--- src/rtl/cbr_sched.sv ---
module cbr_sched #(
  parameter int N_OUT    = 8,
  parameter int N_VC     = 16,
  parameter int N_SLOT   = 32,
  parameter int MAX_LEN  = 32,
  parameter int FRAME_HI = 8,
  localparam int OW  = $clog2(N_OUT),
  localparam int VW  = $clog2(N_VC),
  localparam int SW  = $clog2(N_SLOT),
  localparam int LW  = $clog2(MAX_LEN + 1),
  localparam int LIW = OW + 1,
  localparam int AW  = (SW > LIW) ? SW : LIW,
  localparam int CW  = ((SW + VW) > (SW + LW)) ? (SW + VW) : (SW + LW)
) (
  input  logic            clk,
  input  logic            rst_n,
  input  logic [1:0]      rate_clk,
  input  logic [N_VC-1:0] vc_has_cell,
  input  logic            cfg_we,
  input  logic            cfg_list_sel,
  input  logic [AW-1:0]   cfg_addr,
  input  logic [CW-1:0]   cfg_data,
  input  logic            svc_valid,
  input  logic [OW-1:0]   svc_out,
  input  logic            svc_pri,
  output logic            req_valid,
  output logic [OW-1:0]   req_out,
  output logic            req_pri,
  output logic [VW-1:0]   req_vc
);
  localparam int NL = 2 * N_OUT;
  localparam int HW = $clog2(FRAME_HI + 1);

  logic [1:0]    sy1, sy2, sy3, fall, mark;
  logic [HW-1:0] hcnt [2];
  logic [VW-1:0] slot_vc [N_SLOT];
  logic [SW-1:0] slot_nx [N_SLOT];
  logic [SW-1:0] head [NL];
  logic [SW-1:0] cur  [NL];
  logic [LW-1:0] len  [NL];
  logic [LW-1:0] pos  [NL];
  logic [NL-1:0] busy, credit, wpend, ready, skip, done;
  logic [LIW-1:0] sel, svc_l;

  assign fall    = sy3 & ~sy2;
  assign mark[0] = fall[0] && (hcnt[0] >= HW'(FRAME_HI));
  assign mark[1] = fall[1] && (hcnt[1] >= HW'(FRAME_HI));
  assign svc_l   = {svc_out, ~svc_pri};

  always_ff @(posedge clk or negedge rst_n) begin
    if (!rst_n) begin
      sy1 <= '0; sy2 <= '0; sy3 <= '0;
      hcnt[0] <= '0; hcnt[1] <= '0;
    end else begin
      sy1 <= rate_clk; sy2 <= sy1; sy3 <= sy2;
      for (int p = 0; p < 2; p++) begin
        if (!sy2[p])                      hcnt[p] <= '0;
        else if (hcnt[p] != HW'(FRAME_HI)) hcnt[p] <= hcnt[p] + 1'b1;
      end
    end
  end

  always_comb begin
    for (int l = 0; l < NL; l++) begin
      ready[l] = (pos[l] < len[l]) && !busy[l] && credit[l] && vc_has_cell[slot_vc[cur[l]]];
      skip[l]  = (pos[l] < len[l]) && !busy[l] && !vc_has_cell[slot_vc[cur[l]]];
      done[l]  = (len[l] != '0) && (pos[l] == len[l]);
    end
  end

  always_comb begin
    req_valid = 1'b0;
    sel       = '0;
    for (int l = NL - 1; l >= 0; l--)
      if (ready[l]) begin
        req_valid = 1'b1;
        sel       = LIW'(l);
      end
  end

  assign req_out = sel[LIW-1:1];
  assign req_pri = ~sel[0];
  assign req_vc  = slot_vc[cur[sel]];

  always_ff @(posedge clk or negedge rst_n) begin
    if (!rst_n) begin
      for (int s = 0; s < N_SLOT; s++) begin
        slot_vc[s] <= '0;
        slot_nx[s] <= '0;
      end
    end else if (cfg_we && !cfg_list_sel) begin
      slot_vc[cfg_addr[SW-1:0]] <= cfg_data[VW-1:0];
      slot_nx[cfg_addr[SW-1:0]] <= cfg_data[VW+SW-1:VW];
    end
  end

  always_ff @(posedge clk or negedge rst_n) begin
    if (!rst_n) begin
      for (int l = 0; l < NL; l++) begin
        head[l] <= '0; cur[l] <= '0; len[l] <= '0; pos[l] <= '0;
      end
      busy <= '0; credit <= '0; wpend <= '0;
    end else begin
      for (int l = 0; l < NL; l++) begin
        if (cfg_we && cfg_list_sel && cfg_addr[LIW-1:0] == LIW'(l)) begin
          head[l]   <= cfg_data[SW-1:0];
          cur[l]    <= cfg_data[SW-1:0];
          len[l]    <= cfg_data[SW+LW-1:SW];
          pos[l]    <= '0;
          busy[l]   <= 1'b0;
          credit[l] <= 1'b0;
          wpend[l]  <= 1'b0;
        end else begin
          if (req_valid && sel == LIW'(l)) credit[l] <= 1'b0;
          if (fall[(l % 2 == 0) ? 1 : 0])  credit[l] <= 1'b1;
          if (mark[(l % 2 == 0) ? 1 : 0] && len[l] != '0) wpend[l] <= 1'b1;
          if (req_valid && sel == LIW'(l)) begin
            busy[l] <= 1'b1;
          end else if (busy[l] && svc_valid && svc_l == LIW'(l)) begin
            busy[l] <= 1'b0;
            cur[l]  <= slot_nx[cur[l]];
            pos[l]  <= pos[l] + 1'b1;
          end else if (skip[l]) begin
            cur[l]  <= slot_nx[cur[l]];
            pos[l]  <= pos[l] + 1'b1;
          end else if (done[l] && (wpend[l] || mark[(l % 2 == 0) ? 1 : 0])) begin
            cur[l]   <= head[l];
            pos[l]   <= '0;
            wpend[l] <= 1'b0;
          end
        end
      end
    end
  end
endmodule

--- config.mk ---
export PLATFORM = sky130hd
export DESIGN_NAME = cbr_sched
export DESIGN_NICKNAME = d
export VERILOG_FILES = /design/src/rtl/cbr_sched.sv
export SDC_FILE = /design/constraint.sdc
export NUM_CORES = 2
export LEC_CHECK = 0
export BUFFER_PORTS_ARGS = -buffer_cell sky130_fd_sc_hd__buf_4
export CAP_MARGIN = 10
export CORE_MARGIN = 3
export CORE_UTILIZATION = 35
export CTS_BUF_LIST = sky130_fd_sc_hd__clkbuf_4 sky130_fd_sc_hd__clkbuf_8
export DETAILED_ROUTE_END_ITERATION = 10
export SLEW_MARGIN = 5
export SYNTH_ARGS = -nofsm -noshare
export SYNTH_HDL_FRONTEND = slang
export SYNTH_SLANG_ARGS = --single-unit
--- constraint.sdc ---
create_clock -name clk -period 6.5 [get_ports clk]
set_input_delay 0.325 -clock clk [delete_from_list [all_inputs] [get_ports clk]]
set_output_delay 0.325 -clock clk [all_outputs]
set_load 0.01 [all_outputs]
### After elaboration in Yosys (flattened, before gate mapping)

Cells that the tools add are included.
W data, S select, Z words.

| cells by class | value |
|---|---|
| eq/ne operators | 81 |
| mux-type cells | 528 |
| bitwise gates (word level) | 23 |
| reduce and logical (&&, ||, !) cells | 313 |
| $add $sub $neg | 18 |
| order comparisons | 54 |

Operator list:

| kind | count |
|---|---|
| $mux W5 | 115 |
| $mux W6 | 80 |
| $bmux W5 S5 | 16 |
| $bmux W4 S5 | 17 |
| $mux W1 | 224 |
| $mux W4 | 55 |
| $logic_and A1 B1 Y1 | 181 |
| $bwmux W160 | 1 |
| $bwmux W128 | 1 |
| $ge A6 B6 Y1 const B | 18 |
| $not A5 Y6 | 18 |
| $add A6 B1 Y6 const B | 16 |
| $eq A4 B4 Y1 const B | 24 |
| $eq A6 B6 Y1 | 16 |
| $lt A6 B6 Y1 | 16 |
| $reduce_bool A3 Y1 | 32 |
| $reduce_bool A6 Y1 | 16 |
| $lt A4 B5 Y1 const B | 16 |
| $bmux W1 S4 | 16 |
| $reduce_bool A4 Y1 | 16 |
| $eq A4 B3 Y1 const B | 12 |
| $logic_not A1 Y1 | 33 |
| $ne A2 B2 Y1 const B | 16 |
| $reduce_and A2 Y1 | 16 |
| other kinds (17) | 46 |

| word-level totals | value |
|---|---|
| output and inout bits | 9 |
| register bits | 702 |
| input bits | 43 |

### Logic depth before layout (Yosys ltp)

| depth | value |
|---|---|
| depth in word-level cells | 31 |
| gate-level depth with buffers | 28 |
| mapped depth without buffers | 22 |

### Least setup slack after synthesis

OpenSTA, ideal clock, no wires.

| timing path | value |
|---|---|
| path kind | reg-to-output |
| start point | register cur[35] in the netlist's numbering |
| end point | output req_vc[0] |
| arrival | 5410 ps |
| cell stages (with the launch flop) | 22 |
| data required time | 6175 ps |
| slack | 765 ps |
| cells stage by stage | dfrtp_1 > buf_4 > buf_6 > buf_4 > buf_2 > mux4_2 > mux4_2 > mux2i_1 > mux2i_1 > nor2_1 > a221o_1 > a211o_2 > nand2_2 > mux2_2 > o2111ai_2 > or2_1 > buf_4 > nor2_2 > buf_2 > a22o_1 > o32a_1 > a211oi_1 |

| on the way | value |
|---|---|
| cells in the longest elaborated chain, start to end | 24 |

Ends and longest elaborated chain:

| what | line | source |
|---|---|---|
| start: declaration | 39 | `logic [SW-1:0] cur [NL];` |
| start signal: indexed assignment | 107 | `cur[l] <= cfg_data[SW-1:0];` |
| start signal: indexed assignment | 121 | `cur[l] <= slot_nx[cur[l]];` |
| start signal: indexed assignment | 124 | `cur[l] <= slot_nx[cur[l]];` |
| $not A5 Y6 (implied by the code) | 65 | `ready[l] = (pos[l] < len[l]) && !busy[l] && credit[l] && vc_has_cell[slot_vc[cur[l]]];` |
| $bmux W4 S5 | 65 |  |
| $mux W4 (implied by the code) (2 in series) | 65 |  |
| $bmux W1 S4 | 65 |  |
| $mux W1 (implied by the code) | 65 |  |
| $logic_and A1 B1 Y1 | 65 |  |
| $mux W4 (9 in series) | 75 | `if (ready[l]) begin` |
| $not A4 Y5 (implied by the code) | 83 | `assign req_vc = slot_vc[cur[sel]];` |
| $bmux W5 S4 (*) | 83 |  |
| $mux W5 (implied by the code) (*) (2 in series) | 83 |  |
| $not A5 Y6 (implied by the code) (*) | 83 |  |
| $bmux W4 S5 (*) | 83 |  |
| $mux W4 (implied by the code) (*) (2 in series) | 83 |  |
| end: declaration | 29 | `output logic [VW-1:0] req_vc` |

Mark *: on every way between the ends. The rest lies on a longest branch, timed or not. The select of a mux whose other input is x is not followed.

### Worst setup path after layout

| timing path | value |
|---|---|
| start point | register cur[35] in the netlist's numbering |
| end point | output req_vc[3] |

The elaborated chain is that of the path after synthesis.

==> results.txt <==
----------------------------------------------------
[Final layout]
  Area added between synthesis and finish ... 23.1%
  Post-layout net count ... 7911
  Number of cells in the finished layout apart from fillers ... 10700
  Fillers ... 20100
  Fraction of final layout cells sized beyond drive strength 1 ... 45.6%

[Critical path]
  Worst flop-to-flop path startpoint ... cur[45]$_DFFE_PN0P_
  Crit path arrival time ... 7160 ps
  Crit-path max FO ... 7
  Worst Setup Start Kind ... flop
  CP startpoint ... cur[35]$_DFFE_PN0P_
  CP Capture Type ... output port
  WP data required ... 6170 ps
  Worst Setup Path Type ... flop to output port

[Synth]
  Share of the synthesized area in the top cell type ... 35.9%
  Number of flops mapped to enable cells by yosys ... 0
  Mean instance size in the synthesized netlist ... 10.9 µm²
  Cell Area, Synth ... 77100 µm²
  Post-synth cell types ... 108
  Sequential-to-total area share from yosys stat ... 22.8%
  Top post-synthesis cells by area ... mux4_2 (36%), dfrtp_1 (23%), mux2i_1 (6.5%)
  Syn nets ... 7208
  Most common flop cell mapped by yosys ... dfrtp_1
  Async SR Flop Fraction ... 100%
  Cells after Synth ... 7049
  Biggest area consumer among synthesized cells ... mux4_2
  Count of synthesis-stage warnings from yosys ... 0
  Post-synthesis register bit count ... 702

[Timing]
  Hold Worst Slack ... 107 ps
  Final number of max-transition violations ... 1
  Post-Route Skew ... 90.0 ps
  Final Critical Period ... 7480 ps
  # setup viols final ... 4
  Period utilization ... 115%
  Tightest slew margin relative to the limit ... -1.22%
  Post-route setup slack ... -984 ps
  Unrepaired setup endpoints after global routing ... yes
  Hold violation total from the final report ... 0
  Fmax ... 0.134 GHz
  Worst Tran Pin Value ... 1480 ps
  Setup TNS ... -3720 ps

[Placement]
  Number of placed cells counting well taps ... 10400
  Buffers on Ports ... 51
  Pre-CTS WS ... -703 ps
  Global placement routability congestion ... 1.08
  HPWL reported at the end of detailed placement ... 309000 µm

[Clock tree]
  Root buf cell ... clkbuf_8
  Number of buffers created by CTS ... 140
  Clock latency at the later pin of the worst-skew pair ... 1000 ps
  Deepest level of the CTS H-tree ... 4
  Maximum count of clock buffers along a single path ... 3
  CTS clock-pin slew for the worst setup and hold paths ... 80 ps
  Clock Sink Count ... 702
  CTS tree ... built

[Hold path]
  Hold Path Class ... input pin to flop
  Hold path startpoint ... cfg_addr[0]

[Status]
  Violations in the final reports ... capacitance limit, slew limit, setup timing
  Outcome ... finished with violations

[Power and ir drop]
  Static leakage power ... 37.9 nW
  Maximum VDD drop ... 0.923 mV
  Overall power consumption ... 63.9 mW
  Power density relative to cell area ... 673 nW/µm²

[Floorplanning]
  Chip Width ... 475 µm
  Starting density of the core ... 35.3%
  Floorplan core area ... 218000 µm²
  Floorplan die area ... 226000 µm²
  Row cnt ... 171
  Top-Level Pins ... 52
  Die extent in y ... 475 µm

[Route]
  Drt initial violations ... 12500
  DRC violation count after routing ... 0
  Vias after detailed routing ... 76100
  Vias per inst ... 7.08
  Final Routed Wirelength ... 430000 µm
  Number of optimization iterations in the first detailed-route pass ... 8
  Final ANT Viol Nets ... 0
  Average wire per standard cell ... 40.0 µm

[Global routing]
  Maximum number of pins on one net before global-route repair ... 171
  Global routing met3 resource utilization ... 17.6%
  GR met1 Demand/Resource ... 45.5%
  Vias in the first global route ... 72200
  GRT busiest layer ... met2
  GRT met2 Usage ... 50.3%
  Initial antenna violation count ... 43
  Global-route usage over all layers ... 37.2%
  Global-route wire length before repair ... 587000 µm
  Residual overflow from global routing ... 0

[Flow run]
  Max-capacitance violation count ... 1

----------------------------------------------------
kinds of logic (layout without fill, tap and decap cells):
| family | count (synthesis) | after routing | share of synthesized area, % |
|---|---|---|---|
| compound gates | 1229 | 1229 | 10.5 |
| flops | 702 | 702 | 22.8 |
| buf+inv | 1138 | 1951 | 6.14 |
| other cells | 0 | 29 | 0 |
| simple gates | 1754 | 1754 | 10.7 |
| xor+xnor | 36 | 36 | 0.409 |
| fa+ha+maj | 116 | 116 | 1.88 |
| mux | 2074 | 2074 | 47.7 |
synthesized netlist by cell type (14+ instances only):
cell type and instances:
and2_1 40, nor2_1 258, a221oi_1 18, buf_1 98
o311ai_0 14, a211oi_1 54, inv_1 201, nand4_1 38
ha_1 116, mux2_2 330, buf_2 90, a22o_1 33
a21oi_1 197, a31oi_1 44, o211ai_1 61, a2111oi_0 15
or2_2 20, a221o_1 26, buf_4 43, nand3_1 242
clkbuf_1 668, nand2b_1 54, nand3b_1 22, dfrtp_1 702
mux2i_1 499, buf_6 16, nand2_1 728, a311oi_1 18
mux4_2 1230, nor2b_1 76, a22oi_1 116, o21ai_1 15
nor3_1 131, o22ai_1 30, nor4_1 20, and3_1 37
o21ai_0 402, a211o_1 22, a21o_1 22, xor2_1 28
nor3b_1 28, o31ai_1 26
worst max-delay path, stage by stage (launching register included):
cell and delay (ps):
dfrtp_4 530, buf_4 150, mux4_2 540, a22oi_1 210
nand3_2 180, or3b_1 440, a221oi_1 290, a2111oi_1 110
buf_4 200, a22oi_1 240, o311ai_2 150, buf_4 180
buf_4 130, nor3_2 180, a21oi_4 120, buf_4 160
or2_2 330, a211o_1 320, o2111ai_4 90, or2_4 180
buf_12 110, buf_6 130, mux2_4 340, o32a_1 340
a211oi_4 300, buf_4 170, buf_6 90
power breakdown:
| part | leakage [nW] | switching, mW | internal [mW] |
|---|---|---|---|
| sequential | 8.88 | 2.22 | 5.46 |
| combinational | 27.3 | 27.8 | 23.0 |
| clock | 1.70 | 2.37 | 3.02 |
| total | 37.9 | 32.4 | 31.5 |
worst paths after layout:
kind                                      endpoint  slack [ps]  depth (start not counted)
max                                      req_vc[3]        -980                         26
min                           head[25]$_DFFE_PN0P_         110                          5
max reg2reg                     cur[6]$_DFFE_PN0P_         360                         18
min reg2reg                       sy2[0]$_DFF_PN0_         360                          0
max in group asynchronous      pos[53]$_DFFE_PN0P_        4220                          4
min in group asynchronous  slot_vc[95]$_DFFE_PN0P_         560                          3
stage by stage:
step                instance area (µm²)  utilization (%)
floorplan                         77100                -
finish                            94900             43.5
detailed placement                89300             40.9
global route                      94900             43.5
global placement                  89300             40.9
CTS                               94200             43.2
metal layers:
layer  part of all wire (%)  wire, µm
met3                     15     65800
met4                    9.7     41900
met2                     40    170000
met5                   0.17       734
met1                     35    151000
state kept, by name, indices dropped and copies added (netlist names):
| signal | count |
|---|---|
| cur | 80 |
| busy | 16 |
| slot_vc | 128 |
| hcnt | 8 |
| credit | 16 |
| head | 80 |
| sy2 | 2 |
| sy1 | 2 |
| len | 96 |
| wpend | 16 |
| sy3 | 2 |
| slot_nx | 160 |
| pos | 96 |
cell usage in the layout (no fill, tap or decap), types with 24 or more instances in the layout:
master | synthesis | final
o21ai_0 | 402 | 384
and3_1 | 37 | 36
nor3b_1 | 28 | 26
a31oi_1 | 44 | 43
mux2_2 | 330 | 319
mux4_2 | 1230 | 1230
dfrtp_4 | 0 | 31
buf_12 | 2 | 162
a221o_1 | 26 | 26
nor2_1 | 258 | 234
clkbuf_8 | 0 | 175
a22o_1 | 33 | 33
buf_4 | 43 | 1247
mux2i_1 | 499 | 465
nor2b_1 | 76 | 75
diode_2 | 0 | 29
nand4_1 | 38 | 38
inv_1 | 201 | 201
mux2i_2 | 1 | 24
dfrtp_1 | 702 | 638
o21ai_1 | 15 | 24
a21oi_1 | 197 | 195
buf_6 | 16 | 33
o211ai_1 | 61 | 61
nor3_1 | 131 | 117
clkbuf_4 | 1 | 34
and2_1 | 40 | 37
dlygate4sd3_1 | 0 | 27
nand2b_1 | 54 | 54
nand3_1 | 242 | 235
nand2_1 | 728 | 712
a22oi_1 | 116 | 110
dfrtp_2 | 0 | 33
xor2_1 | 28 | 28
a211oi_1 | 54 | 44
ha_1 | 116 | 116
layout make-up:
type | instances | area, µm² | area share (%)
inverters | 217 | 817 | 0.861
flip-flops and latches | 702 | 17700 | 18.7
diodes | 29 | 72.6 | 0.0765
clock inverters | 43 | 571 | 0.601
multi-input cells | 5209 | 55900 | 58.9
repair buffers | 1482 | 13600 | 14.3
clock buffers | 209 | 2660 | 2.81
well taps | 2854 | 3570 | 3.76
timing repair:
item	CTS	global route
gates resized for setup	204	103
cloned	7	0
pin swaps	39	36
setup buffers	47	20
endpoints found under the setup margin	4	4
hold buffers	27	0
hold endpoints to repair	266	0
Note: power is estimated with default switching activity, not from simulation.
